[config.mk]
export PLATFORM = sky130hd
export DESIGN_NAME = gpi_irq_port
export DESIGN_NICKNAME = d
export VERILOG_FILES = /design/src/rtl/gpi_pkg.sv /design/src/rtl/gpi_cfg_regs.sv /design/src/rtl/gpi_debounce.sv /design/src/rtl/gpi_irq_ctrl.sv /design/src/rtl/gpi_irq_port.sv
export SDC_FILE = /design/constraint.sdc
export NUM_CORES = 1
export LEC_CHECK = 0
export ABC_AREA = 1
export BUFFER_PORTS_ARGS = -buffer_cell sky130_fd_sc_hd__buf_2
export CORE_ASPECT_RATIO = 1.75
export CORE_MARGIN = 5
export CORE_UTILIZATION = 65
export CTS_BUF_LIST = sky130_fd_sc_hd__clkbuf_8
export CTS_CLUSTER_DIAMETER = 120
export DETAILED_ROUTE_END_ITERATION = 16
export PLACE_DENSITY = 0.83
export SLEW_MARGIN = 0
export SYNTH_ARGS = -nofsm -noshare
export SYNTH_HDL_FRONTEND = slang
export SYNTH_HIERARCHICAL = 1
export SYNTH_SLANG_ARGS = --single-unit
[constraint.sdc]
create_clock -name clk -period 3 [get_ports clk]
set_clock_uncertainty 0.2 [all_clocks]
set_input_delay 0.6 -clock clk [delete_from_list [all_inputs] [get_ports clk]]
set_output_delay 0.6 -clock clk [all_outputs]
set_load 0.005 [all_outputs]
[src/rtl/gpi_pkg.sv]
package gpi_pkg;

    typedef enum logic [1:0] {
        DB_OUT    = 2'd0,
        DB_SETTLE = 2'd1,
        DB_IDLE   = 2'd2,
        DB_CHANGE = 2'd3
    } db_state_e;

    typedef enum logic [1:0] {
        IRQ_IDLE  = 2'd0,
        IRQ_PEND  = 2'd1,
        IRQ_DRAIN = 2'd2
    } irq_state_e;

    typedef enum logic [1:0] {
        SEL_MASK = 2'd0,
        SEL_TRIG = 2'd1,
        SEL_DEB  = 2'd2,
        SEL_CTRL = 2'd3
    } reg_sel_e;

endpackage

[src/rtl/gpi_cfg_regs.sv]
module gpi_cfg_regs
    import gpi_pkg::*;
#(
    parameter int NPINS = 15,
    parameter int DBW   = 5
) (
    input  logic             clk,
    input  logic             rst_n,
    input  logic             wr_en,
    input  logic [1:0]       wr_addr,
    input  logic [NPINS-1:0] wr_data,
    output logic [NPINS-1:0] mask_o,
    output logic [NPINS-1:0] trig_o,
    output logic [DBW-1:0]   deb_o,
    output logic             en_o
);

    reg_sel_e sel;
    assign sel = reg_sel_e'(wr_addr);

    always_ff @(posedge clk or negedge rst_n) begin
        if (!rst_n) begin
            mask_o <= '1;
            trig_o <= '0;
            deb_o  <= '0;
            en_o   <= 1'b0;
        end else if (wr_en) begin
            unique case (sel)
                SEL_MASK: mask_o <= wr_data;
                SEL_TRIG: trig_o <= wr_data;
                SEL_DEB:  deb_o  <= wr_data[DBW-1:0];
                SEL_CTRL: en_o   <= wr_data[0];
                default:  en_o   <= en_o;
            endcase
        end
    end

    AST_RESET_MASKED: assert property (@(posedge clk)
        $rose(rst_n) |-> (&mask_o && !en_o)) else $error("reset config");

endmodule

[src/rtl/gpi_debounce.sv]
module gpi_debounce
    import gpi_pkg::*;
#(
    parameter int CW = 6
) (
    input  logic          clk,
    input  logic          rst_n,
    input  logic          raw_i,
    input  logic          dir_out_i,
    input  logic          tick_i,
    input  logic [CW-1:0] limit_i,
    output logic          stable_o,
    output logic          armed_o
);

    db_state_e     st_q, st_d;
    logic [CW-1:0] cnt_q, cnt_d;
    logic          stab_q, stab_d;
    logic          last_tick;

    assign last_tick = (cnt_q + CW'(1)) >= limit_i;

    // state register
    always_ff @(posedge clk or negedge rst_n) begin
        if (!rst_n) begin
            st_q   <= DB_SETTLE;
            cnt_q  <= '0;
            stab_q <= 1'b0;
        end else begin
            st_q   <= st_d;
            cnt_q  <= cnt_d;
            stab_q <= stab_d;
        end
    end

    // next state
    always_comb begin
        st_d   = st_q;
        cnt_d  = cnt_q;
        stab_d = stab_q;
        if (dir_out_i) begin
            st_d   = DB_OUT;
            cnt_d  = '0;
            stab_d = raw_i;
        end else begin
            unique case (st_q)
                DB_OUT: begin
                    st_d   = DB_SETTLE;
                    cnt_d  = '0;
                    stab_d = raw_i;
                end
                DB_SETTLE: begin
                    stab_d = raw_i;
                    if (tick_i) begin
                        if (last_tick) begin
                            st_d  = DB_IDLE;
                            cnt_d = '0;
                        end else begin
                            cnt_d = cnt_q + CW'(1);
                        end
                    end
                end
                DB_IDLE: begin
                    if (raw_i != stab_q) begin
                        st_d  = DB_CHANGE;
                        cnt_d = '0;
                    end
                end
                DB_CHANGE: begin
                    if (raw_i == stab_q) begin
                        st_d  = DB_IDLE;       // restart
                        cnt_d = '0;
                    end else if (tick_i) begin
                        if (last_tick) begin
                            st_d   = DB_IDLE;  // accept
                            cnt_d  = '0;
                            stab_d = raw_i;
                        end else begin
                            cnt_d = cnt_q + CW'(1);
                        end
                    end
                end
                default: st_d = DB_SETTLE;
            endcase
        end
    end

    // outputs
    always_comb begin
        stable_o = stab_q;
        armed_o  = (st_q == DB_IDLE) || (st_q == DB_CHANGE);
    end

    AST_OUT_TRACKS: assert property (@(posedge clk) disable iff (!rst_n)
        dir_out_i |=> (st_q == DB_OUT && stab_q == $past(raw_i))) else $error("out track");
    AST_SETTLE_FOLLOWS: assert property (@(posedge clk) disable iff (!rst_n)
        (st_q == DB_SETTLE && !dir_out_i) |=> (stab_q == $past(raw_i) && st_q != DB_CHANGE)) else $error("settle");
    AST_ACCEPT_ON_TICK: assert property (@(posedge clk) disable iff (!rst_n)
        (armed_o && !tick_i && !dir_out_i) |=> $stable(stab_q)) else $error("no tick accept");

endmodule

[src/rtl/gpi_irq_ctrl.sv]
module gpi_irq_ctrl
    import gpi_pkg::*;
#(
    parameter int NPINS = 15
) (
    input  logic             clk,
    input  logic             rst_n,
    input  logic [NPINS-1:0] stable_i,
    input  logic [NPINS-1:0] armed_i,
    input  logic [NPINS-1:0] dir_out_i,
    input  logic [NPINS-1:0] mask_i,
    input  logic [NPINS-1:0] trig_i,
    input  logic             en_i,
    input  logic             busy_i,
    input  logic             rd_i,
    output logic [NPINS-1:0] value_o,
    output logic             irq_o
);

    irq_state_e       st_q, st_d;
    logic [NPINS-1:0] value_q;
    logic [NPINS-1:0] rise, fall, hit_vec;
    logic             hit;

    always_comb begin
        rise    = stable_i & ~value_q;
        fall    = ~stable_i & value_q;
        hit_vec = armed_i & ~dir_out_i & ~mask_i & (rise | (trig_i & fall));
        hit     = en_i && !busy_i && (|hit_vec);
    end

    // state and value registers
    always_ff @(posedge clk or negedge rst_n) begin
        if (!rst_n) begin
            st_q    <= IRQ_IDLE;
            value_q <= '0;
        end else begin
            st_q <= st_d;
            if (!busy_i) value_q <= stable_i;
        end
    end

    // next state
    always_comb begin
        st_d = st_q;
        unique case (st_q)
            IRQ_IDLE: if (hit) st_d = IRQ_PEND;                 // raise
            IRQ_PEND: begin
                if (!en_i)      st_d = IRQ_IDLE;                // disable
                else if (rd_i)  st_d = hit    ? IRQ_PEND  :
                                       busy_i ? IRQ_DRAIN : IRQ_IDLE; // clear
            end
            IRQ_DRAIN: if (!busy_i) st_d = hit ? IRQ_PEND : IRQ_IDLE; // re-raise / release
            default: st_d = IRQ_IDLE;
        endcase
    end

    // outputs
    always_comb begin
        irq_o   = (st_q == IRQ_PEND) && en_i;
        value_o = value_q & ~dir_out_i;
    end

    AST_VALUE_FROZEN: assert property (@(posedge clk) disable iff (!rst_n)
        busy_i |=> $stable(value_q)) else $error("frozen");
    AST_IRQ_STICKY: assert property (@(posedge clk) disable iff (!rst_n)
        (irq_o && !rd_i) |=> (st_q == IRQ_PEND)) else $error("sticky");
    AST_READ_CLEARS: assert property (@(posedge clk) disable iff (!rst_n)
        (rd_i && busy_i) |=> !irq_o) else $error("read clear");
    AST_DISABLED_QUIET: assert property (@(posedge clk) disable iff (!rst_n)
        (!en_i && st_q != IRQ_DRAIN) |=> (st_q == IRQ_IDLE)) else $error("disabled");

endmodule

[src/rtl/gpi_irq_port.sv]
module gpi_irq_port
    import gpi_pkg::*;
#(
    parameter int NPINS   = 15,
    parameter int DBW     = 5,
    parameter int BASE_MS = 9
) (
    input  logic             clk,
    input  logic             rst_n,
    input  logic [NPINS-1:0] pin_raw,
    input  logic [NPINS-1:0] pin_dir_out,
    input  logic             tick_ms,
    input  logic             wr_en,
    input  logic [1:0]       wr_addr,
    input  logic [NPINS-1:0] wr_data,
    input  logic             host_rd_busy,
    input  logic             rd_value,
    output logic [NPINS-1:0] rd_data,
    output logic             irq
);

    localparam int CW = $clog2(BASE_MS + (1 << DBW) + 1);

    logic [NPINS-1:0] mask, trig, stable, armed;
    logic [DBW-1:0]   deb;
    logic             en;
    logic [CW-1:0]    limit;

    assign limit = CW'(BASE_MS) + CW'(deb);

    gpi_cfg_regs #(.NPINS(NPINS), .DBW(DBW)) u_cfg (
        .clk     (clk),
        .rst_n   (rst_n),
        .wr_en   (wr_en),
        .wr_addr (wr_addr),
        .wr_data (wr_data),
        .mask_o  (mask),
        .trig_o  (trig),
        .deb_o   (deb),
        .en_o    (en)
    );

    for (genvar i = 0; i < NPINS; i++) begin : g_pin
        gpi_debounce #(.CW(CW)) u_deb (
            .clk       (clk),
            .rst_n     (rst_n),
            .raw_i     (pin_raw[i]),
            .dir_out_i (pin_dir_out[i]),
            .tick_i    (tick_ms),
            .limit_i   (limit),
            .stable_o  (stable[i]),
            .armed_o   (armed[i])
        );
    end

    gpi_irq_ctrl #(.NPINS(NPINS)) u_irq (
        .clk       (clk),
        .rst_n     (rst_n),
        .stable_i  (stable),
        .armed_i   (armed),
        .dir_out_i (pin_dir_out),
        .mask_i    (mask),
        .trig_i    (trig),
        .en_i      (en),
        .busy_i    (host_rd_busy),
        .rd_i      (rd_value),
        .value_o   (rd_data),
        .irq_o     (irq)
    );

    AST_OUTPUT_PIN_READS_ZERO: assert property (@(posedge clk) disable iff (!rst_n)
        (rd_data & pin_dir_out) == '0) else $error("out pin value");

endmodule

==> impl_metrics.py <==
metrics = {
    "yosys": {
        "yosysTopAreaCellShare_pct": 27.4,
        "synth_area_leader_cell": "dfrtp_1",
        "synth_warnings": 6,
        "synthDistinctLibCells": 30,
        "ys_ff_latch": 188,
        "synth_area_mm2": 0.0144,
        "yosysSeqAreaShare_pct": 32.9,
        "synth_nets": 2369,
        "synth_area_leaders": "dfrtp_1 27%, nand2_1 22%, nand3_1 9.4%",
        "netlist_instances": 2210,
        "avgSynthCellArea_um2": 6.53,
    },
    "detailed_routing": {
        "viasPerCell": 5.33,
        "drc": 0,
        "ant_nets": 0,
        "first_pass_iters": 7,
        "wl_um": 34800,
        "wl_per_cell_um": 13.5,
        "vias": 13700,
        "drt-initial-drc-count": 854,
    },
    "floorplanning": {
        "initial_core_util_pct": 65.6,
        "die_h_um": 207,
        "dieWidth_um": 123,
        "fp.coreArea_mm2": 0.0220,
        "rows": 72,
        "io_pins": 69,
        "die-area_mm2": 0.0254,
    },
    "clock_network": {
        "numCtsBuffers": 17,
        "tritoncts": "done",
        "clk_path_buf_depth": 2,
        "path_clk_slew_ps": 100,
        "ctsHtreeMaxLevel": 4,
        "worst_skew_pair.late_latency_ps": 510,
        "clock_sinks": 188,
        "clock-root-buffer": "clkbuf_8",
        "cts_resized": 0,
    },
    "worst_setup_path": {
        "start_kind": "register",
        "rr_worst_depth": 15,
        "crit_buf_inv": 3,
        "cpMostUsedCell": "nand2_1",
        "critPathKind": "reg -> reg",
        "worstPathRequired_ps": 3210,
        "worst_ep_arrival_time_ps": 2820,
        "cp_top_family": "simple AND/OR/NAND/NOR gates",
        "crit_slowest_cell": "dfrtp_1",
        "endpoint_kind": "register",
        "rrSetupSlack_ps": 380,
        "rr_endpoint": "g_pin[6].u_deb/stable_o$_DFFE_PN0P_",
        "r2r-start": "u_cfg/deb_o[0]$_DFFE_PN0P_",
        "crit_chain": "ha_1 -> nand2_1 -> nand3_1 -> nand2_1 -> buf_12 -> inv_1 -> ha_1 -> nand2_1 -> inv_1 -> a21oi_1 -> nand2_1 -> nand2_1 -> nand2_1 -> nand2_1 -> nand2_1",
        "slowest_delay_ps": 450,
        "crit_fanout": 10,
    },
    "hold_path": {
        "hold_depth": 3,
        "hold_start": "wr_data[7]",
        "hold_end": "u_cfg/mask_o[7]$_DFFE_PN1P_",
        "hold_class": "in -> reg",
    },
    "timing": {
        "setup_tns_ps": 0,
        "relSlewSlack_pct": 55.5,
        "slew_viol_final": 0,
        "fin_crit_sh_pct": 87.2,
        "tightest_slew_ps": 668,
        "rsz0062_at_grt": "no",
        "fmax_mhz": 382,
        "fin_ws_ps": 383,
        "setup_viol": 0,
        "finalHoldViolCount": 0,
        "post-route-min-period_ps": 2620,
    },
    "place": {
        "hpwl_um": 26000,
        "pre_cts_ws_ps": 473,
        "portBuffers": 68,
        "place.gp.congestion": 0.873,
    },
    "pwr": {
        "clkPwrFrac_pct": 27.1,
        "total_power_mw": 6.44,
        "seqPwrFrac_pct": 45.8,
        "power.switching_mw": 2.32,
        "leakagePower_nw": 9.63,
        "internal_power_mw": 4.13,
        "power.density_mw_per_mm2": 417,
        "combPwrFrac_pct": 27.1,
        "ir_drop_mv": 0.366,
        "sw_frac_of_total_pct": 35.9,
    },
    "layout": {
        "drive_gt1_share_pct": 9.45,
        "finish.net_count": 2422,
        "syn2layout_area_growth_pct": 7.19,
        "num_antenna_cells": 0,
        "postLayoutCoreUtil_pct": 70.3,
    },
    "global_routing": {
        "grt_pass1_vias": 13300,
        "grt_max_degree": 60,
        "grt_usage_pct": 28.2,
        "grt_pass1_wl_um": 58400,
        "antenna_found_initial": 0,
        "grt-ovfl-total": 0,
    },
    "run": {
        "cap_violations": 0,
    },
    "outcome": {
        "status": "complete, no violations",
    },
}
==> cell usage in the layout (no fill, tap or decap), types with 9 or more instances in the layout <==
cell type,count
nand2_1,852
inv_1,361
nand3_1,271
dfrtp_1,158
nor2_1,126
ha_1,106
buf_2,66
nand4_1,45
xor2_1,37
dfstp_2,30
o21ai_0,28
inv_2,25
a21oi_1,24
clkbuf_8,19
buf_4,19
nand2_2,16
nor3b_1,10
clkinv_1,9
==> through the flow <==
| stage | std cells | hold WS (ps) | area (µm²) |
|---|---|---|---|
| final | 2572 | 100 | 15500 |
| after global routing | 2572 | 105 | 15500 |
| after detailed placement | 2539 | 255 | 15100 |
| after global placement | 2539 | 253 | 15100 |
| after floorplan | 2210 | 104 | 14400 |
| after CTS | 2572 | 76.6 | 15500 |
==> worst register-to-register path: cells and delay by family (launching register included) <==
| kind | cells | cell delay (ps) |
|---|---|---|
| compound gates | 1 | 170 |
| fa+ha+maj | 2 | 530 |
| buf+inv | 3 | 300 |
| flops | 1 | 450 |
| simple gates | 9 | 890 |
==> power by group through the flow <==
stage          sequential (mW)  clock (mW)  combinational, mW
2_1_floorplan             2.94           0               1.19
3_3_place_gp              2.98           0               1.67
3_5_place_dp              2.99           0               1.73
4_1_cts                   2.95        1.78               1.75
5_1_grt                   2.98        1.86               2.01
6_report                  2.95        1.75               1.75
==> cells by family after synthesis <==
family	count (synthesis)	synth area share, %
buffers and inverters	453	12.7
AND/OR/NAND/NOR	1356	39.7
XOR/XNOR	53	3.63
flip-flops	188	32.9
adder cells (fa/ha/maj)	106	9.19
AO/OA/AOI/OAI	54	1.93
==> worst max-delay path by stage <==
stage,start,endpoint,slack [ps],cells after the start
after floorplan,u_cfg/deb_o[0]$_DFFE_PN0P_,g_pin[3].u_deb/cnt_q[4]$_DFFE_PN0P_,610,11
after global placement,u_cfg/deb_o[0]$_DFFE_PN0P_,g_pin[12].u_deb/stable_o$_DFFE_PN0P_,580,15
after detailed placement,u_cfg/deb_o[0]$_DFFE_PN0P_,g_pin[13].u_deb/stable_o$_DFFE_PN0P_,470,15
after CTS,u_cfg/deb_o[0]$_DFFE_PN0P_,g_pin[6].u_deb/cnt_q[0]$_DFFE_PN0P_,410,14
after global routing,u_cfg/deb_o[0]$_DFFE_PN0P_,g_pin[11].u_deb/cnt_q[2]$_DFFE_PN0P_,190,15
final,u_cfg/deb_o[0]$_DFFE_PN0P_,g_pin[6].u_deb/stable_o$_DFFE_PN0P_,380,15
==> final cells by class <==
class / instances / area [µm²]
Clock buffer: 18 / 248
Clock inverter: 14 / 146
Fill cell: 1924 / 6520
Inverter: 393 / 1480
Multi-Input combinational cell: 1569 / 7850
Sequential cell: 188 / 4740
Tap cell: 296 / 370
Timing Repair Buffer: 94 / 628
==> flip-flops by register name, indices dropped and copies added (netlist names) <==
name	flops
u_cfg/en_o	1
u_cfg/trig_o	15
g_pin.u_deb/cnt_q	90
g_pin.u_deb/stable_o	15
g_pin.u_deb/st_q	30
u_cfg/mask_o	15
u_irq/value_q	15
u_cfg/deb_o	5
u_irq/st_q	2
==> layer usage <==
metal | GRT usage (%) | vias up | wire length, µm
met1 | 31.7 | 6339 | 13700
li1 | - | 6888 | -
met2 | 50.8 | 380 | 17900
met3 | 3.82 | 103 | 1650
met4 | 14.4 | 0 | 1570
met5 | 0 | - | 0
==> cell usage after synthesis (all sizes together) <==
cell type / instances
or2: 8
buf: 44
nor3: 8
ha: 106
xor2: 45
a21oi: 24
nor2: 127
o21bai: 1
and2: 8
inv: 384
nor3b: 10
clkinv: 9
nand2: 868
dfstp: 30
and3: 8
nand4: 45
xnor2: 8
dfrtp: 158
a21o: 1
o21ai: 28
clkbuf: 16
nand3: 274
==> repair_timing <==
item,in CTS,in global routing
hold endpoints to repair,38,0
hold buffers,1,0
setup buffers,0,0
Power figures use the tool's default switching activity.
